[src/rtl/occh_pkg.sv]
package occh_pkg;

  typedef enum logic [2:0] {
    OCM_FROZEN = 3'b000,
    OCM_SET    = 3'b001,
    OCM_CLR    = 3'b010,
    OCM_TGL    = 3'b011,
    OCM_LOW    = 3'b100,
    OCM_HIGH   = 3'b101,
    OCM_PWM1   = 3'b110,
    OCM_PWM2   = 3'b111
  } oc_mode_e;

  typedef struct packed {
    oc_mode_e mode;
    logic     pre_en;
    logic     fast_en;
    logic     pol_main;
    logic     pol_comp;
  } oc_cfg_t;

  // true for the two pulse-width modes
  function automatic logic mode_is_pwm(oc_mode_e m);
    return (m == OCM_PWM1) || (m == OCM_PWM2);
  endfunction

  // reference level of a pwm mode given the below-compare result
  function automatic logic pwm_level(oc_mode_e m, logic below);
    return (m == OCM_PWM1) ? below : ~below;
  endfunction

  // level a pwm mode takes once the compare point is reached
  function automatic logic post_cmp_level(oc_mode_e m);
    return (m == OCM_PWM2);
  endfunction

  // apply a polarity bit (1 = active low) to an active-high level
  function automatic logic drive_pin(logic active, logic pol);
    return active ^ pol;
  endfunction

endpackage

[src/rtl/occh_cfg.sv]
module occh_cfg
  import occh_pkg::*;
(
  input  logic     clk,
  input  logic     rst_n,
  input  logic     wr_en,
  input  logic     lock_hold,
  input  oc_cfg_t  wr_cfg,
  output oc_cfg_t  cfg_q,
  output oc_mode_e prev_mode_q
);

  always_ff @(posedge clk) begin
    if (!rst_n) begin
      cfg_q       <= '{mode: OCM_FROZEN, default: 1'b0};
      prev_mode_q <= OCM_FROZEN;
    end else begin
      prev_mode_q <= cfg_q.mode;
      if (wr_en) begin
        cfg_q.fast_en  <= wr_cfg.fast_en;
        cfg_q.pol_main <= wr_cfg.pol_main;
        cfg_q.pol_comp <= wr_cfg.pol_comp;
        if (!lock_hold) begin
          cfg_q.mode   <= wr_cfg.mode;
          cfg_q.pre_en <= wr_cfg.pre_en;
        end
      end
    end
  end

endmodule

[src/rtl/occh_ccr.sv]
module occh_ccr #(
  parameter int CNT_W = 16
) (
  input  logic             clk,
  input  logic             rst_n,
  input  logic             pre_en,
  input  logic             wr_en,
  input  logic [CNT_W-1:0] wr_data,
  input  logic             upd,
  input  logic [CNT_W-1:0] cnt,
  output logic [CNT_W-1:0] cmp_act_q,
  output logic             match,
  output logic             below
);

  logic [CNT_W-1:0] cmp_shd_q;
  logic [CNT_W-1:0] act_d;
  logic [CNT_W-1:0] shd_d;

  always_comb begin
    act_d = cmp_act_q;
    shd_d = cmp_shd_q;
    if (wr_en) shd_d = wr_data;
    if (pre_en) begin
      if (upd) act_d = cmp_shd_q;
    end else if (wr_en) begin
      act_d = wr_data;
    end
  end

  always_ff @(posedge clk) begin
    if (!rst_n) begin
      cmp_act_q <= '0;
      cmp_shd_q <= '0;
    end else begin
      cmp_act_q <= act_d;
      cmp_shd_q <= shd_d;
    end
  end

  assign match = (cnt == cmp_act_q);
  assign below = (cnt <  cmp_act_q);

endmodule

[src/rtl/occh_fast.sv]
module occh_fast #(
  parameter int FAST_LAT = 3
) (
  input  logic clk,
  input  logic rst_n,
  input  logic trig,
  output logic fire
);

  localparam int STAGES = FAST_LAT - 1;

  logic [STAGES-1:0] pipe_q;

  generate
    if (STAGES == 1) begin : g_one
      always_ff @(posedge clk) begin
        if (!rst_n) pipe_q <= '0;
        else        pipe_q <= trig;
      end
    end else begin : g_many
      always_ff @(posedge clk) begin
        if (!rst_n) pipe_q <= '0;
        else        pipe_q <= {pipe_q[STAGES-2:0], trig};
      end
    end
  endgenerate

  assign fire = pipe_q[STAGES-1];

endmodule

[src/rtl/occh_refgen.sv]
module occh_refgen
  import occh_pkg::*;
(
  input  logic     clk,
  input  logic     rst_n,
  input  oc_mode_e mode,
  input  oc_mode_e prev_mode,
  input  logic     fast_en,
  input  logic     match,
  input  logic     below,
  input  logic     fire,
  output logic     ref_q,
  output logic     fast_hit
);

  logic below_prev_q;
  logic ref_d;
  logic pwm_eval;

  assign fast_hit = fire & fast_en & mode_is_pwm(mode);
  assign pwm_eval = (prev_mode == OCM_FROZEN) || (below != below_prev_q);

  always_comb begin
    ref_d = ref_q;
    unique case (mode)
      OCM_FROZEN: ref_d = ref_q;
      OCM_SET:    if (match) ref_d = 1'b1;
      OCM_CLR:    if (match) ref_d = 1'b0;
      OCM_TGL:    if (match) ref_d = ~ref_q;
      OCM_LOW:    ref_d = 1'b0;
      OCM_HIGH:   ref_d = 1'b1;
      OCM_PWM1, OCM_PWM2: begin
        if (fast_hit)      ref_d = post_cmp_level(mode);
        else if (pwm_eval) ref_d = pwm_level(mode, below);
      end
    endcase
  end

  always_ff @(posedge clk) begin
    if (!rst_n) begin
      ref_q        <= 1'b0;
      below_prev_q <= 1'b0;
    end else begin
      ref_q        <= ref_d;
      below_prev_q <= below;
    end
  end

endmodule

[src/rtl/occh_unit.sv]
module occh_unit
  import occh_pkg::*;
#(
  parameter int CNT_W    = 16,
  parameter int FAST_LAT = 3
) (
  input  logic             clk,
  input  logic             rst_n,
  input  logic [CNT_W-1:0] cnt_val,
  input  logic             cfg_we,
  input  logic [2:0]       cfg_mode,
  input  logic             cfg_pre_en,
  input  logic             cfg_fast_en,
  input  logic             cfg_pol_main,
  input  logic             cfg_pol_comp,
  input  logic             lock_max,
  input  logic             is_output,
  input  logic             cmp_we,
  input  logic [CNT_W-1:0] cmp_wdata,
  input  logic             upd_evt,
  input  logic             trig_evt,
  output logic             oc_ref,
  output logic             oc_main,
  output logic             oc_comp
);

  oc_cfg_t          wr_cfg;
  oc_cfg_t          cfg_q;
  oc_mode_e         prev_mode_q;
  logic             lock_hold_w;
  logic             match_w;
  logic             below_w;
  logic             fire_w;
  logic             fast_hit_w;
  logic [CNT_W-1:0] cmp_act_w;
  logic [2:0]       mode_w;
  logic             pre_en_w;
  logic             fast_en_w;
  logic             pol_main_w;
  logic             pol_comp_w;

  assign lock_hold_w     = lock_max & is_output;
  assign wr_cfg.mode     = oc_mode_e'(cfg_mode);
  assign wr_cfg.pre_en   = cfg_pre_en;
  assign wr_cfg.fast_en  = cfg_fast_en;
  assign wr_cfg.pol_main = cfg_pol_main;
  assign wr_cfg.pol_comp = cfg_pol_comp;

  occh_cfg u_cfg (
    .clk         (clk),
    .rst_n       (rst_n),
    .wr_en       (cfg_we),
    .lock_hold   (lock_hold_w),
    .wr_cfg      (wr_cfg),
    .cfg_q       (cfg_q),
    .prev_mode_q (prev_mode_q)
  );

  assign mode_w     = cfg_q.mode;
  assign pre_en_w   = cfg_q.pre_en;
  assign fast_en_w  = cfg_q.fast_en;
  assign pol_main_w = cfg_q.pol_main;
  assign pol_comp_w = cfg_q.pol_comp;

  occh_ccr #(.CNT_W(CNT_W)) u_ccr (
    .clk       (clk),
    .rst_n     (rst_n),
    .pre_en    (pre_en_w),
    .wr_en     (cmp_we),
    .wr_data   (cmp_wdata),
    .upd       (upd_evt),
    .cnt       (cnt_val),
    .cmp_act_q (cmp_act_w),
    .match     (match_w),
    .below     (below_w)
  );

  occh_fast #(.FAST_LAT(FAST_LAT)) u_fast (
    .clk   (clk),
    .rst_n (rst_n),
    .trig  (trig_evt),
    .fire  (fire_w)
  );

  occh_refgen u_ref (
    .clk       (clk),
    .rst_n     (rst_n),
    .mode      (cfg_q.mode),
    .prev_mode (prev_mode_q),
    .fast_en   (fast_en_w),
    .match     (match_w),
    .below     (below_w),
    .fire      (fire_w),
    .ref_q     (oc_ref),
    .fast_hit  (fast_hit_w)
  );

  assign oc_main = drive_pin(oc_ref, pol_main_w);
  assign oc_comp = drive_pin(~oc_ref, pol_comp_w);

endmodule

[config.mk]
export PLATFORM = sky130hd
export DESIGN_NAME = occh_unit
export DESIGN_NICKNAME = d
export VERILOG_FILES = /design/src/rtl/occh_pkg.sv /design/src/rtl/occh_cfg.sv /design/src/rtl/occh_ccr.sv /design/src/rtl/occh_fast.sv /design/src/rtl/occh_refgen.sv /design/src/rtl/occh_unit.sv
export SDC_FILE = /design/constraint.sdc
export NUM_CORES = 1
export LEC_CHECK = 0
export BUFFER_PORTS_ARGS = -buffer_cell sky130_fd_sc_hd__buf_2
export CAP_MARGIN = 20
export CORE_MARGIN = 2
export CORE_UTILIZATION = 35
export CTS_BUF_LIST = sky130_fd_sc_hd__clkbuf_16
export DETAILED_ROUTE_END_ITERATION = 6
export PLACE_DENSITY = 0.53
export SYNTH_ARGS = -nofsm -noshare
export SYNTH_HDL_FRONTEND = slang
export SYNTH_HIERARCHICAL = 1
export SYNTH_SLANG_ARGS = --single-unit
export TNS_END_PERCENT = 50
[constraint.sdc]
create_clock -name clk -period 2.9 [get_ports clk]
set_input_delay 0.58 -clock clk [delete_from_list [all_inputs] [get_ports clk]]
set_output_delay 0.58 -clock clk [all_outputs]
set_load 0.02 [all_outputs]
# Word-level counts from Yosys, hierarchy flattened
# Cells that the tools add are included.
dict set report classes {
  n_lt_le_gt_ge 1
  eq_ne 14
  mux 10
  bitwise_logic 9
  n_reduce_logical 9
}
# op count
set ops {}
lappend ops {{$mux 16} 3}
lappend ops {{$eq 16x16->1} 1}
lappend ops {{$lt 16x16->1} 1}
lappend ops {{$eq 3x3->1 const B} 4}
lappend ops {{$ne 2x2->1 const B} 4}
lappend ops {{$eq 3x2->1 const B} 2}
lappend ops {{$logic_not 3->1} 2}
lappend ops {{$mux 1} 6}
lappend ops {{$pmux 1 s6} 1}
lappend ops {{$reduce_and 5->1} 1}
lappend ops {{$not 1->1} 4}
lappend ops {{$reduce_and 2->1} 2}
lappend ops {{$and 1x1->1} 3}
lappend ops {{$eq 3x1->1 const B} 1}
lappend ops {{$ne 3x2->1 const B} 1}
lappend ops {{$logic_or 1x1->1} 2}
lappend ops {{$reduce_bool 2->1} 1}
lappend ops {{$reduce_or 2->1} 1}
lappend ops {{$xor 1x1->1} 2}
lappend ops {{$ne 1x1->1} 1}
dict set report totals {
  regBits 46
  input_bits 47
  output_inout_bits 3
  word_cells 54
}

# Logic depth before layout (Yosys ltp)
dict set report depth {
  depth_word 6
  ltp_mapped 10
  mapped_depth_nobuf 10
}

# Modules after synthesis
# The synthesis kept the hierarchy.
# mod n_inst cells_each area_per_inst_um2 seq_area_each_um2
set by_module_without_submodules {}
lappend by_module_without_submodules {occh_ccr 1 178 1773.0 640.6}
lappend by_module_without_submodules {occh_cfg 1 34 360.3 200.2}
lappend by_module_without_submodules {occh_refgen 1 21 161.4 40.0}
lappend by_module_without_submodules {occh_fast 1 4 52.6 40.0}
lappend by_module_without_submodules {occh_unit 1 3 23.8 0.0}

# Worst setup path after synthesis
# OpenSTA, ideal clock, no wires.
dict set report synth_timing {
  path_type {input -> register}
  startpoint {input cnt_val[13]}
  endpoint {register u_ref.ref_q}
  setup_time_ns 0.141
  arrival_time_ns 2.476
  t_required_ns 2.759
  setup_slack_ns 0.283
  cell_stages 9
  n_path_buf 0
  cell_sequence {ha_1 -> a21o_1 -> a21o_1 -> a21o_1 -> a211oi_1 -> xor2_1 -> or4_4 -> a21oi_1 -> a311oi_2}
}
dict set report synth_via {
  elab_chain_cells 6
  elab_cells_between_ends 14
  cone_classes {order compare (1); eq/ne (6); mux (4); bitwise (1); reduce/logical (2)}
}
# item line_no
set synth_lines {}
lappend synth_lines {{start, declared} occh_unit.sv:9} ;# input logic [CNT_W-1:0] cnt_val,
lappend synth_lines {{$lt 16x16->1 (*)} occh_ccr.sv:42} ;# assign below = (cnt < cmp_act_q);
lappend synth_lines {{via below_w} occh_unit.sv:32} ;# logic below_w;
lappend synth_lines {{$not 1->1} occh_pkg.sv:29} ;# return (m == OCM_PWM1) ? below : ~below;
lappend synth_lines {{$mux 1} occh_pkg.sv:29}
lappend synth_lines {{$mux 1} occh_refgen.sv:34} ;# else if (pwm_eval) ref_d = pwm_level(mode, below);
lappend synth_lines {{$mux 1} occh_refgen.sv:33} ;# if (fast_hit) ref_d = post_cmp_level(mode);
lappend synth_lines {{$pmux 1 s6} occh_refgen.sv:25} ;# unique case (mode)
lappend synth_lines {{end signal, assigned} occh_refgen.sv:44} ;# ref_q <= ref_d;
lappend synth_lines {{end, declared} occh_refgen.sv:12} ;# output logic ref_q,
# The timed path passes the listed nets; every way through them passes the cells marked *. The select of a mux whose other input is x is not followed.
# A chain may end at the register's enable or synchronous reset.

# Worst setup path in the final report
dict set report layout_timing {
  startpoint {input cnt_val[7]}
  endpoint {register u_ref.ref_q}
}
# Same word-level chain as after synthesis.

==> flow_metrics.tcl <==
set metrics [dict create \
    grt_use_total 0.1325 \
    io_pins 50 \
    multi_input_area_um2 1269 \
    clk_pin_slew_ns 0.06 \
    clock_sinks 46 \
    fin_hold_ws_ns 0.4575 \
    comb_power_share 0.167 \
    hold_path_class "flip-flop to flip-flop" \
    slowest_stage "or4_4" \
    cts_buffers 5 \
    ant_nets 0 \
    n_antenna_cell 0 \
    worst_slack_ns 0.4201 \
    worstPathArrival_ns 2.63 \
    start_util 0.3665 \
    grt_max_degree 48 \
    max-clock-path-buffers 2 \
    crit_path_max_fanout 4 \
    port_buffers 49 \
    die_area_um2 7437 \
    cp_num_buf_inv 2 \
    path_class "primary input to flip-flop" \
    pre_cts_slack_ns 0.1368 \
    end_kind "flip-flop" \
    period_share 0.8551 \
    dr.pass1.iters 4 \
    antenna_found_initial 0 \
    clock.fmax_ghz 0.4032 \
    layout.nets 349 \
    power.density_nw_per_um2 539.4 \
    num_rows 29 \
    drt_wl_total_um 4692 \
    grt_pass1_wl_um 7583 \
    drive_above_1_share 0.2168 \
    swShare 0.2544 \
    cts_tree "built" \
    die_w_um 86.24 \
    yosysWarningCount 6 \
    mappedNetlistNets 302 \
    p_int_w 0.001115 \
    h-tree-depth 2 \
    syn_area_um2 2367 \
    post_cts_resized 0 \
    coreArea_um2 6459 \
    avgSynthCellArea_um2 9.905 \
    timing.slew.headroom 0.4690 \
    cp_cell_sequence "buf_2 > ha_1 > nand4_1 > o31ai_1 > a211oi_1 > buf_4 > xor2_1 > or4_4 > a21oi_1 > a311oi_2" \
    crit_family "compound AO/OA/AOI/OAI gates" \
    wl_per_cell_um 12.93 \
    leakage_nw 1.403 \
    post_cts_hold_buffer_count 0 \
    crit_required_ns 3.05 \
    skew_ns 0.003462 \
    insertion_delay_ns 0.28 \
    setup_viol_count_final 0 \
    worst_slew_pin_slew_ns 0.7965 \
    grt_overflow 0 \
    period_needed_ns 2.480 \
    slew_viol_final 0 \
    finalSetupTns_ns 0 \
    fp.dieH_um 86.24 \
    place.gp.congestion 0.7272 \
    synth_cells 239 \
    drtIter0Drc 73 \
    status "finished, final reports clean" \
    vias_per_cell 4.777 \
    worst_setup_path_start_kind "primary input" \
    area_delta_synth_final_pct 17.12 \
    max_stage_delay_ns 0.48 \
    cts_setup_buffers 0 \
    fill_cells 664 \
    vias 1734 \
    seqPwrFrac 0.471 \
    clkPwrFrac 0.362 \
    dp_hpwl_um 3299 \
    cap_violations 0 \
    vdd_drop_max_v 0.0002157 \
    rsz0062_at_grt "false" \
    cts_root_buffer "clkbuf_16" \
    p_sw_w 0.0003804 \
    hold_viol_final 0 \
    final_cell_mix "49 x buf_2, 46 x dfxtp_1, 39 x mux2i_1" \
    grt_pass1_vias 1580 \
    layout_commonest_cell "buf_2" \
    seq_area_um2 920.9 \
    drc 0 \
]
## layer usage
layer	part of all wire	vias up	wire [µm]	GRT usage
met4	0.019	0	87	0.06392
met2	0.43	37	2016	0.1945
met3	0.043	7	203	0.03238
met5	0	-	0	0
met1	0.51	778	2385	0.1821
li1	-	912	-	-
## sequential cells by signal, indices dropped and copies added (netlist names)
register / cells
u_fast/pipe_q: 2
u_ccr/cmp_shd_q: 16
u_ref/below_prev_q: 1
u_cfg/prev_mode_q: 3
u_ccr/cmp_act_q: 16
u_ref/ref_q: 1
u_cfg/cfg_q: 7
## cell type report
class	count	area share
multi-input cells	159	0.4576
flip-flops and latches	46	0.3321
repair buffers	52	0.09657
clock buffers	5	0.04513
well taps	77	0.03475
inverters	22	0.02978
clock inverters	2	0.004061
## power groups by stage
stage | clock (W) | sequential, W | combinational [W]
6_report | 0.000541 | 0.000705 | 0.000250
3_5_place_dp | 0 | 0.000719 | 0.000252
4_1_cts | 0.000562 | 0.000705 | 0.000254
3_3_place_gp | 0 | 0.000718 | 0.000250
5_1_grt | 0.000591 | 0.000710 | 0.000283
2_1_floorplan | 0 | 0.000711 | 0.000187
## stage by stage
step | instances | cell area [µm²] | util | power (W)
after floorplan | 239 | 2367 | - | 0.0008979
after global placement | 356 | 2636 | 0.4082 | 0.0009682
after detailed placement | 356 | 2636 | 0.4082 | 0.0009715
after CTS | 363 | 2773 | 0.4293 | 0.001522
after global routing | 363 | 2773 | 0.4293 | 0.001584
final | 363 | 2773 | 0.4293 | 0.001496
## worst paths after layout
| check | slack [ns] | to | from | depth (start not counted) |
|---|---|---|---|---|
| worst max-delay path | 0.42 | u_ref/ref_q$_SDFFE_PN0P_ | cnt_val[7] | 10 |
| worst min-delay path | 0.46 | u_fast/pipe_q[1]$_SDFF_PN0_ | u_fast/pipe_q[0]$_SDFF_PN0_ | 1 |
| worst max register to register | 0.43 | u_ref/ref_q$_SDFFE_PN0P_ | u_ccr/cmp_act_q[5]$_SDFFE_PN0P_ | 10 |
| worst min register to register | 0.46 | u_fast/pipe_q[1]$_SDFF_PN0_ | u_fast/pipe_q[0]$_SDFF_PN0_ | 1 |
## worst register-to-register path, delay by kind of cell, from the launching register on
kind / cells / cell delay [ns]
and+or+nand+nor: 2 / 0.64
xor gates and xnor gates: 1 / 0.15
buffers and inverters: 2 / 0.21
DFF: 1 / 0.34
AOI/OAI and AO/OA: 4 / 0.71
adders and majority gates: 1 / 0.28
(Power assumes the default switching activity.)
